[src/rtl/dmaseq_pkg.sv]
package dmaseq_pkg;

  typedef enum logic [1:0] {
    XM_DEMAND = 2'b00,
    XM_SINGLE = 2'b01,
    XM_BLOCK  = 2'b10,
    XM_RSVD   = 2'b11
  } xfer_mode_e;

  typedef enum logic [1:0] {
    XT_CHECK    = 2'b00,
    XT_TO_MEM   = 2'b01,
    XT_FROM_MEM = 2'b10,
    XT_NONE     = 2'b11
  } xfer_type_e;

  typedef enum logic [1:0] {
    SQ_IDLE,
    SQ_HOLD_REQ,
    SQ_MOVE
  } seq_state_e;

  typedef struct packed {
    logic mem_rd;
    logic mem_wr;
    logic io_rd;
    logic io_wr;
  } strobes_t;

  // Strobe pattern belonging to a transfer type
  function automatic strobes_t type_strobes(input xfer_type_e t);
    strobes_t s;
    s = '0;
    case (t)
      XT_TO_MEM:   begin s.mem_wr = 1'b1; s.io_rd = 1'b1; end
      XT_FROM_MEM: begin s.mem_rd = 1'b1; s.io_wr = 1'b1; end
      default:     s = '0;
    endcase
    return s;
  endfunction

endpackage

[src/rtl/dma_chan.sv]
module dma_chan #(
  parameter int OFS_W  = 16,
  parameter int CNT_W  = 16,
  parameter int PAGE_W = 8
) (
  input  logic              clk,
  input  logic              rst_n,
  input  logic              ld,
  input  logic [1:0]        ld_mode,
  input  logic              ld_dec,
  input  logic              ld_auto,
  input  logic [1:0]        ld_type,
  input  logic [PAGE_W-1:0] ld_page,
  input  logic [OFS_W-1:0]  ld_ofs,
  input  logic [CNT_W-1:0]  ld_cnt,
  input  logic              step,
  output logic              masked,
  output logic              last,
  output logic [OFS_W-1:0]  cur_ofs,
  output logic [PAGE_W-1:0] page,
  output logic [1:0]        mode,
  output logic              auto_en,
  output logic [1:0]        xtype
);

  localparam logic [OFS_W-1:0] OFS_ONE = {{(OFS_W-1){1'b0}}, 1'b1};
  localparam logic [CNT_W-1:0] CNT_ONE = {{(CNT_W-1){1'b0}}, 1'b1};

  logic [OFS_W-1:0] base_ofs;
  logic [CNT_W-1:0] base_cnt;
  logic [CNT_W-1:0] cur_cnt;
  logic             dec;

  // Offset after one transfer, wrapping inside OFS_W bits
  function automatic logic [OFS_W-1:0] next_ofs(input logic [OFS_W-1:0] a, input logic down);
    return down ? (a - OFS_ONE) : (a + OFS_ONE);
  endfunction

  assign last = (cur_cnt == '0);

  always_ff @(posedge clk) begin
    if (!rst_n) begin
      masked   <= 1'b1;
      base_ofs <= '0;
      base_cnt <= '0;
      cur_ofs  <= '0;
      cur_cnt  <= '0;
      page     <= '0;
      mode     <= '0;
      dec      <= 1'b0;
      auto_en  <= 1'b0;
      xtype    <= '0;
    end else if (ld) begin
      masked   <= 1'b0;
      base_ofs <= ld_ofs;
      base_cnt <= ld_cnt;
      cur_ofs  <= ld_ofs;
      cur_cnt  <= ld_cnt;
      page     <= ld_page;
      mode     <= ld_mode;
      dec      <= ld_dec;
      auto_en  <= ld_auto;
      xtype    <= ld_type;
    end else if (step) begin
      if (last && auto_en) begin
        cur_ofs <= base_ofs;
        cur_cnt <= base_cnt;
      end else begin
        cur_ofs <= next_ofs(cur_ofs, dec);
        cur_cnt <= cur_cnt - CNT_ONE;
        if (last) masked <= 1'b1;
      end
    end
  end

endmodule

[src/rtl/dma_prio.sv]
module dma_prio #(
  parameter int NCH  = 4,
  parameter int CH_W = 2
) (
  input  logic [NCH-1:0]  req,
  output logic            valid,
  output logic [CH_W-1:0] idx
);

  // Lowest index wins: scan from the top so the last hit is the lowest
  always_comb begin
    valid = 1'b0;
    idx   = '0;
    for (int i = NCH - 1; i >= 0; i--) begin
      if (req[i]) begin
        valid = 1'b1;
        idx   = CH_W'(i);
      end
    end
  end

endmodule

[src/rtl/dma_xfer_seq.sv]
module dma_xfer_seq
  import dmaseq_pkg::*;
#(
  parameter int NCH    = 4,
  parameter int OFS_W  = 16,
  parameter int CNT_W  = 16,
  parameter int PAGE_W = 8,
  localparam int CH_W  = (NCH > 1) ? $clog2(NCH) : 1,
  localparam int ADR_W = PAGE_W + OFS_W
) (
  input  logic              clk,
  input  logic              rst_n,
  input  logic [NCH-1:0]    dreq,
  output logic              hrq,
  input  logic              hlda,
  output logic [NCH-1:0]    dack,
  output logic [ADR_W-1:0]  mem_addr,
  output logic              mem_rd,
  output logic              mem_wr,
  output logic              io_rd,
  output logic              io_wr,
  output logic              tc,
  input  logic              prog_en,
  input  logic [CH_W-1:0]   prog_ch,
  input  logic [1:0]        prog_mode,
  input  logic              prog_dec,
  input  logic              prog_auto,
  input  logic [1:0]        prog_type,
  input  logic [PAGE_W-1:0] prog_page,
  input  logic [OFS_W-1:0]  prog_ofs,
  input  logic [CNT_W-1:0]  prog_cnt,
  output logic [NCH-1:0]    chan_mask
);

  localparam logic [NCH-1:0] DACK_ONE = {{(NCH-1){1'b0}}, 1'b1};

  // Per-channel views
  logic [OFS_W-1:0]  c_ofs  [NCH];
  logic [PAGE_W-1:0] c_page [NCH];
  logic [1:0]        c_mode [NCH];
  logic [1:0]        c_type [NCH];
  logic [NCH-1:0]    c_last;
  logic [NCH-1:0]    c_auto;
  logic [NCH-1:0]    c_step;

  // Named internal events
  seq_state_e        state;
  logic [CH_W-1:0]   sel_ch;
  logic              grant_valid;
  logic [CH_W-1:0]   grant_ch;
  logic              xfer_now;
  logic              tc_hit;
  logic              sel_auto;
  logic [1:0]        sel_mode;
  strobes_t          strb;

  genvar g;
  generate
    for (g = 0; g < NCH; g++) begin : g_ch
      assign c_step[g] = xfer_now && (sel_ch == CH_W'(g));
      dma_chan #(.OFS_W(OFS_W), .CNT_W(CNT_W), .PAGE_W(PAGE_W)) u_chan (
        .clk     (clk),
        .rst_n   (rst_n),
        .ld      (prog_en && (prog_ch == CH_W'(g))),
        .ld_mode (prog_mode),
        .ld_dec  (prog_dec),
        .ld_auto (prog_auto),
        .ld_type (prog_type),
        .ld_page (prog_page),
        .ld_ofs  (prog_ofs),
        .ld_cnt  (prog_cnt),
        .step    (c_step[g]),
        .masked  (chan_mask[g]),
        .last    (c_last[g]),
        .cur_ofs (c_ofs[g]),
        .page    (c_page[g]),
        .mode    (c_mode[g]),
        .auto_en (c_auto[g]),
        .xtype   (c_type[g])
      );
    end
  endgenerate

  dma_prio #(.NCH(NCH), .CH_W(CH_W)) u_prio (
    .req   (dreq & ~chan_mask),
    .valid (grant_valid),
    .idx   (grant_ch)
  );

  assign xfer_now = (state == SQ_MOVE) && hlda;
  assign tc_hit   = xfer_now && c_last[sel_ch];
  assign sel_auto = c_auto[sel_ch];
  assign sel_mode = c_mode[sel_ch];

  always_ff @(posedge clk) begin
    if (!rst_n) begin
      state  <= SQ_IDLE;
      sel_ch <= '0;
    end else begin
      case (state)
        SQ_IDLE: begin
          if (grant_valid) begin
            state  <= SQ_HOLD_REQ;
            sel_ch <= grant_ch;
          end
        end
        SQ_HOLD_REQ: begin
          if (hlda) state <= SQ_MOVE;
        end
        SQ_MOVE: begin
          if (!hlda) begin
            state <= SQ_HOLD_REQ;
          end else if (tc_hit) begin
            state <= SQ_IDLE;
          end else begin
            case (sel_mode)
              XM_BLOCK:  state <= SQ_MOVE;
              XM_DEMAND: state <= dreq[sel_ch] ? SQ_MOVE : SQ_IDLE;
              default:   state <= SQ_IDLE;
            endcase
          end
        end
        default: state <= SQ_IDLE;
      endcase
    end
  end

  assign strb     = xfer_now ? type_strobes(xfer_type_e'(c_type[sel_ch])) : '0;
  assign hrq      = (state != SQ_IDLE);
  assign dack     = xfer_now ? (DACK_ONE << sel_ch) : '0;
  assign mem_addr = xfer_now ? {c_page[sel_ch], c_ofs[sel_ch]} : '0;
  assign mem_rd   = strb.mem_rd;
  assign mem_wr   = strb.mem_wr;
  assign io_rd    = strb.io_rd;
  assign io_wr    = strb.io_wr;
  assign tc       = tc_hit;

endmodule

[config.mk]
export PLATFORM = sky130hd
export DESIGN_NAME = dma_xfer_seq
export DESIGN_NICKNAME = d
export VERILOG_FILES = /design/src/rtl/dmaseq_pkg.sv /design/src/rtl/dma_chan.sv /design/src/rtl/dma_prio.sv /design/src/rtl/dma_xfer_seq.sv
export SDC_FILE = /design/constraint.sdc
export NUM_CORES = 1
export LEC_CHECK = 0
export BUFFER_PORTS_ARGS = -buffer_cell sky130_fd_sc_hd__buf_2
export CAP_MARGIN = 10
export CORE_MARGIN = 4
export CORE_UTILIZATION = 33
export DETAILED_ROUTE_END_ITERATION = 6
export SYNTH_ARGS = -nofsm -noshare
export SYNTH_HDL_FRONTEND = slang
export SYNTH_HIERARCHICAL = 1
export SYNTH_SLANG_ARGS = --single-unit
[constraint.sdc]
create_clock -name clk -period 4.8 [get_ports clk]
set_input_delay 0.72 -clock clk [delete_from_list [all_inputs] [get_ports clk]]
set_output_delay 0.72 -clock clk [all_outputs]
set_load 0.01 [all_outputs]
Yosys cells after proc, flatten, opt, wreduce, memory -nomap -nowiden. Cells that the tools add are included.

Register bits: 320. Input bits: 56. Word-level logic and storage cells: 194.

Add/sub/neg operators: 12. Magnitude comparators: 2. Equality and inequality tests: 17. Shift operators: 1. Muxes and demuxes: 80. Bitwise operators: 3. Reductions and logical operators: 37.

Operators with widths (number): 16-bit two-way mux (30); 16-bit by 1-bit subtractor with 16-bit output, second input constant (8); 16-bit by 1-bit adder with 16-bit output, second input constant (4); 16-bit zero test (4); 16-bit binary-select mux with 2-bit select (1); 2-bit two-way mux (14); 24-bit two-way mux (1); 1-bit two-way mux (23); 2-bit nonzero test (9); 8-bit binary-select mux with 2-bit select (1); 8-bit two-way mux (2); 2-bit == test, second input constant (7); 1-bit logical AND (14); 3-bit AND reduction (4); 2-bit binary-select mux with 2-bit select (2); 2-bit by 1-bit == test with 1-bit output, second input constant (4); 2-bit zero test (4); 4-bit two-way mux (2); 2-bit by 1-bit inequality test with 1-bit output, second input constant (4); 2-bit case mux with 3 select lines (1); 4-bit AND (1); 1-bit binary-select mux with 2-bit select (2); 2-bit inequality test, second input constant (2); 4-bit NOT (1); 6 further kinds (7).

Logic depth before layout (Yosys ltp).
Depth in word-level cells: 9. Depth in mapped cells: 10. Mapped depth without buffers: 9.

Modules after synthesis. Netlist, hierarchy kept.

By module, submodules not included: dma_chan at g_ch[0].u_chan ... (times used 2, cells an instance 515, area each 4454.3 µm², seq. area each 1581.5 µm²); dma_chan at g_ch[2].u_chan ... (times used 2, cells an instance 519, area each 4411.7 µm², seq. area each 1581.5 µm²); dma_xfer_seq (times used 1, cells an instance 107, area each 1214.9 µm², seq. area each 80.1 µm²); dma_prio (times used 1, cells an instance 7, area each 35.0 µm², seq. area each 0.0 µm²).

Worst setup path after synthesis. Ideal clock, no wire load.

Path kind: input -> register. Start point: input port hlda. End point: register g_ch[1].u_chan.cur_cnt[2]. Library setup time: 0.076 ns. Arrival: 2.689 ns. Setup slack: 2.036 ns. Stages: 9. Path through: nand3b_1 clkbuf_1 nor3b_1 clkinv_1 nor2_1 o21ai_0 a21oi_1 o21ai_0 a21boi_0.

Word-level cells in the longest chain between the ends: 3.

RTL lines: start, declared (RTL line dma_xfer_seq.sv:15) `input logic hlda,`; 1-bit logical AND (RTL line dma_xfer_seq.sv:90) `assign xfer_now = (state == SQ_MOVE) && hlda;`; 1-bit logical AND (RTL line dma_xfer_seq.sv:60) `assign c_step[g] = xfer_now && (sel_ch == CH_W'(g));`; 2-bit nonzero test (no source line); end signal, assigned (RTL line dma_chan.sv:58) `cur_cnt <= ld_cnt;`; end signal, assigned (RTL line dma_chan.sv:67) `cur_cnt <= base_cnt;`; end signal, assigned (RTL line dma_chan.sv:70) `cur_cnt <= cur_cnt - CNT_ONE;`; end, declared (RTL line dma_chan.sv:31) `logic [CNT_W-1:0] cur_cnt;`.

No other way between the ends. A chain may end at the register's enable or synchronous reset.

Final worst setup path.
Start point: register g_ch[0].u_chan.cur_cnt[2]. End point: output port tc.

Word-level cells in the longest chain between the ends: 4.

RTL lines: start, declared (RTL line dma_chan.sv:31); start signal, assigned (RTL line dma_chan.sv:58); start signal, assigned (RTL line dma_chan.sv:67); start signal, assigned (RTL line dma_chan.sv:70); 16-bit zero test (RTL line dma_chan.sv:39) `assign last = (cur_cnt == '0);`; via c_last[0] (RTL line dma_xfer_seq.sv:42) `logic [NCH-1:0] c_last;`; 1-bit binary-select mux with 2-bit select (RTL line dma_xfer_seq.sv:91) `assign tc_hit = xfer_now && c_last[sel_ch];`; 1-bit two-way mux (not written as such) (RTL line dma_xfer_seq.sv:91); 1-bit logical AND (RTL line dma_xfer_seq.sv:91); end, declared (RTL line dma_xfer_seq.sv:22) `output logic tc,`.

The timed path passes the listed nets, and every way through them passes these cells. The select of a mux whose other input is x is not followed.

==> metrics.csv <==
stage;metric;value;unit
drt;routed_wl;62.0;mm
timing;timing.hold.ws;471;ps
setup_path;crit_path_end_kind;primary output;
setup_path;cp.required;4080;ps
setup_path;crit_type;reg2out;
timing;setup_viol;0;
clock_tree;clock_path_buffers;3;
timing;fin_skew;18.6;ps
timing;period_needed;3670;ps
synth;synthCells;2182;
timing;max_freq;273;MHz
power;ir_worst_vdd;0.000233;V
timing;final.period_utilization;0.764;
clock_tree;postCtsHoldBufs;0;
setup_path;slowest_stage;or3_1;
timing;setup-tns-final;0;ps
clock_tree;clk_latency;570;ps
floorplan;dieHeight;248;µm
synth;synthSimpleGateAreaFrac;0.198;
setup_path;rrSetupSlack;1530;ps
final_layout;mostFrequentLayoutCells;dfxtp_1, nor2b_1, mux2i_1;
synth;synth-adder-area-share;0.0438;
synth;synth.area.mux_share;0.127;
clock_tree;postCtsSetupBuffers;0;
drt;vias;16800;
synth;ys_seq_elements;320;
placement;hpwl;43.6;mm
placement;io_buffers;93;
power;p_leak;7.97;nW
synth;synthesis.nets;2302;
synth;synth_warnings;6;
synth;synth_area_per_cell;8.70;µm²
setup_path;r2r.worst_path.cells;7;
timing;final_hold_viol_count;0;
clock_tree;cts_resized;0;
grt;grt_pass1_wl;94.6;mm
drt;viasPerCell;5.62;
grt;grt_start_max_net_pins;132;
setup_path;crit_chain;or3_1 > nor4_2 > and3_1 > mux4_2 > nor2b_1 > buf_2;
hold_path;hold_depth;2;
setup_path;max_stage_delay;530;ps
floorplan;core-area;56700;µm²
drt;ant_nets;0;
setup_path;worstPathMaxFanout;6;
floorplan;ioPinCount;94;
hold_path;hp-class;reg2reg;
hold_path;min_to;g_ch[2].u_chan/base_ofs[13]$_SDFFE_PN0P_;
synth;ys_types;80;
drt;first_pass_iters;5;
synth;async_reset_ff_frac;0;
drt;drt-initial-drc-count;1389;
synth;synth_top_family_by_area;compound AO/OA/AOI/OAI gates;
outcome;status;completed;
setup_path;r2r-end;g_ch[0].u_chan/cur_ofs[12]$_SDFFE_PN0P_;
timing;rsz0062_at_grt;false;
timing;relSlewSlack;0.232;
setup_path;regToRegStartpoint;g_ch[0].u_chan/dec$_SDFFE_PN0P_;
timing;report.final.slew_viol_count;0;
clock_tree;clock-sinks;320;
floorplan;start_util;0.335;
synth;synth_xor_area_frac;0.0268;
power;power;0.00712;W
final_layout;drive_above_1_share;0.112;
clock_tree;clockRootBuffer;clkbuf_16;
power;pwr_density_cell;332;nW/µm²
run;cap_violations;0;
synth;synth_ff_type;dfxtp_1;
grt;grt.total_usage;0.196;
floorplan;die_area;61400;µm²
final_layout;layout_commonest_cell;dfxtp_1;
grt;overflow;0;
clock_tree;h-tree-depth;2;
setup_path;cp.arrival;2950;ps
synth;syn_area;19000;µm²
drt;route.detailed.drc;0;
grt;grt_pass1_vias;16100;
hold_path;hold_path.startpoint;g_ch[2].u_chan/base_ofs[13]$_SDFFE_PN0P_;
synth;synth_compound_area_frac;0.225;
floorplan;row_count;87;
clock_tree;tritoncts;built;
grt;grt_antenna_before_repair;7;
synth;synth_edf_count;0;
timing;worst_pin_slew;1150;ps
drt;routedWlPerCell;20.7;µm
final_layout;syn_to_final_growth;13.0;%
setup_path;cp-start-kind;flip-flop;
floorplan;die_w;248;µm
clock_tree;cts_made_buffers;41;
clock_tree;path_clk_slew;60;ps
synth;yosysSeqAreaShare;0.337;
final_layout;fin_nets;2320;
placement;finalWeightedCongestion;0.910;
==> synthesized netlist by cell type (all sizes together) (5+ instances only) <==
cell type,number,share of area
xnor2,36,0.017
or3,18,0.0059
o21ai,136,0.036
nor2,146,0.029
nand3,44,0.012
clkbuf,95,0.019
a211o,24,0.011
a32o,16,0.0084
and3,26,0.0086
nand2b,9,0.0030
a31oi,20,0.0066
nor3,47,0.012
mux2i,178,0.094
o21a,15,0.0059
ha,60,0.040
dfxtp,320,0.34
o22ai,8,0.0026
nor4,12,0.0069
mux4,28,0.033
inv,44,0.0087
a2bb2oi,6,0.0028
o211ai,56,0.022
nand4,12,0.0046
o2111ai,6,0.0028
o21bai,15,0.0059
a22oi,18,0.0071
a21oi,117,0.031
xor2,22,0.010
nand2,167,0.033
a311oi,8,0.0037
o31ai,10,0.0040
o221ai,10,0.0046
a21o,28,0.011
a211oi,25,0.0099
buf,46,0.014
and2,6,0.0020
a21boi,74,0.029
nor4b,5,0.0039
nor2b,187,0.062
nor3b,10,0.0040
and4,6,0.0028
==> critical path, delay by kind of cell (launching register included) <==
family / cells / cell delay [ps]
buffers and inverters: 1 / 140
flip-flops: 1 / 350
multiplexers: 1 / 350
AND/OR/NAND/NOR: 4 / 1550
==> stage by stage <==
stage / cell area [µm²] / setup slack, ps / instances / util
detailed placement: 20000 / 1450 / 2913 / 0.353
global placement: 20000 / 1510 / 2913 / 0.353
floorplan: 19000 / 2040 / 2182 / -
finish: 21500 / 1130 / 2993 / 0.378
global route: 21400 / 962 / 2991 / 0.378
CTS: 21400 / 1090 / 2988 / 0.378
==> layout make-up <==
class	count	area, µm²
repair buffers	116	659
inverters	48	180
fillers	5725	35300
well taps	756	946
flip-flops and latches	320	6410
clock inverters	16	211
diodes	5	12.5
multi-input cells	1673	11800
clock buffers	59	1230
==> flip-flops by register name, indices dropped and copies added, names as in the netlist, 8 cells and up <==
name / flops
g_ch.u_chan/base_ofs: 64
g_ch.u_chan/base_cnt: 64
g_ch.u_chan/page: 32
g_ch.u_chan/cur_cnt: 64
g_ch.u_chan/mode: 8
g_ch.u_chan/xtype: 8
g_ch.u_chan/cur_ofs: 64
==> kinds of logic (layout without fill, tap and decap cells) <==
logic type,count (synthesis),in the layout
buffers and inverters,189,239
AND/OR/NAND/NOR,713,713
XOR/XNOR,58,58
flip-flops,320,320
multiplexers,206,206
AO/OA/AOI/OAI,632,632
adder cells (fa/ha/maj),64,64
other,0,5
==> routing by layer <==
layer / vias up / wire [µm] / global-route usage
met5: - / 33 / 0
li1: 8020 / - / -
met3: 96 / 4390 / 0.0402
met2: 515 / 27300 / 0.304
met4: 4 / 1770 / 0.0622
met1: 8174 / 28500 / 0.274
==> report_power, final <==
part | internal, W | switching, W | total [W] | leakage, nW
sequential | 0.00277 | 0.000124 | 0.00289 | 2.61
combinational | 0.000385 | 0.000560 | 0.000945 | 4.66
clock | 0.00204 | 0.00124 | 0.00328 | 0.713
total | 0.00520 | 0.00192 | 0.00712 | 7.97
==> how the worst max path moves through the flow <==
stage	slack [ps]	startpoint	end	depth (start not counted)
after floorplan	2040	hlda	g_ch[1].u_chan/cur_cnt[2]$_SDFFE_PN0P_	9
after global placement	1510	prog_ch[1]	g_ch[3].u_chan/cur_ofs[15]$_SDFFE_PN0P_	8
after detailed placement	1450	prog_ch[1]	g_ch[3].u_chan/cur_ofs[15]$_SDFFE_PN0P_	8
after CTS	1090	g_ch[2].u_chan/cur_cnt[0]$_SDFFE_PN0P_	tc	8
after global routing	960	g_ch[2].u_chan/cur_cnt[0]$_SDFFE_PN0P_	tc	8
final	1130	g_ch[0].u_chan/cur_cnt[2]$_SDFFE_PN0P_	tc	6
Power figures use the tool's default switching activity.
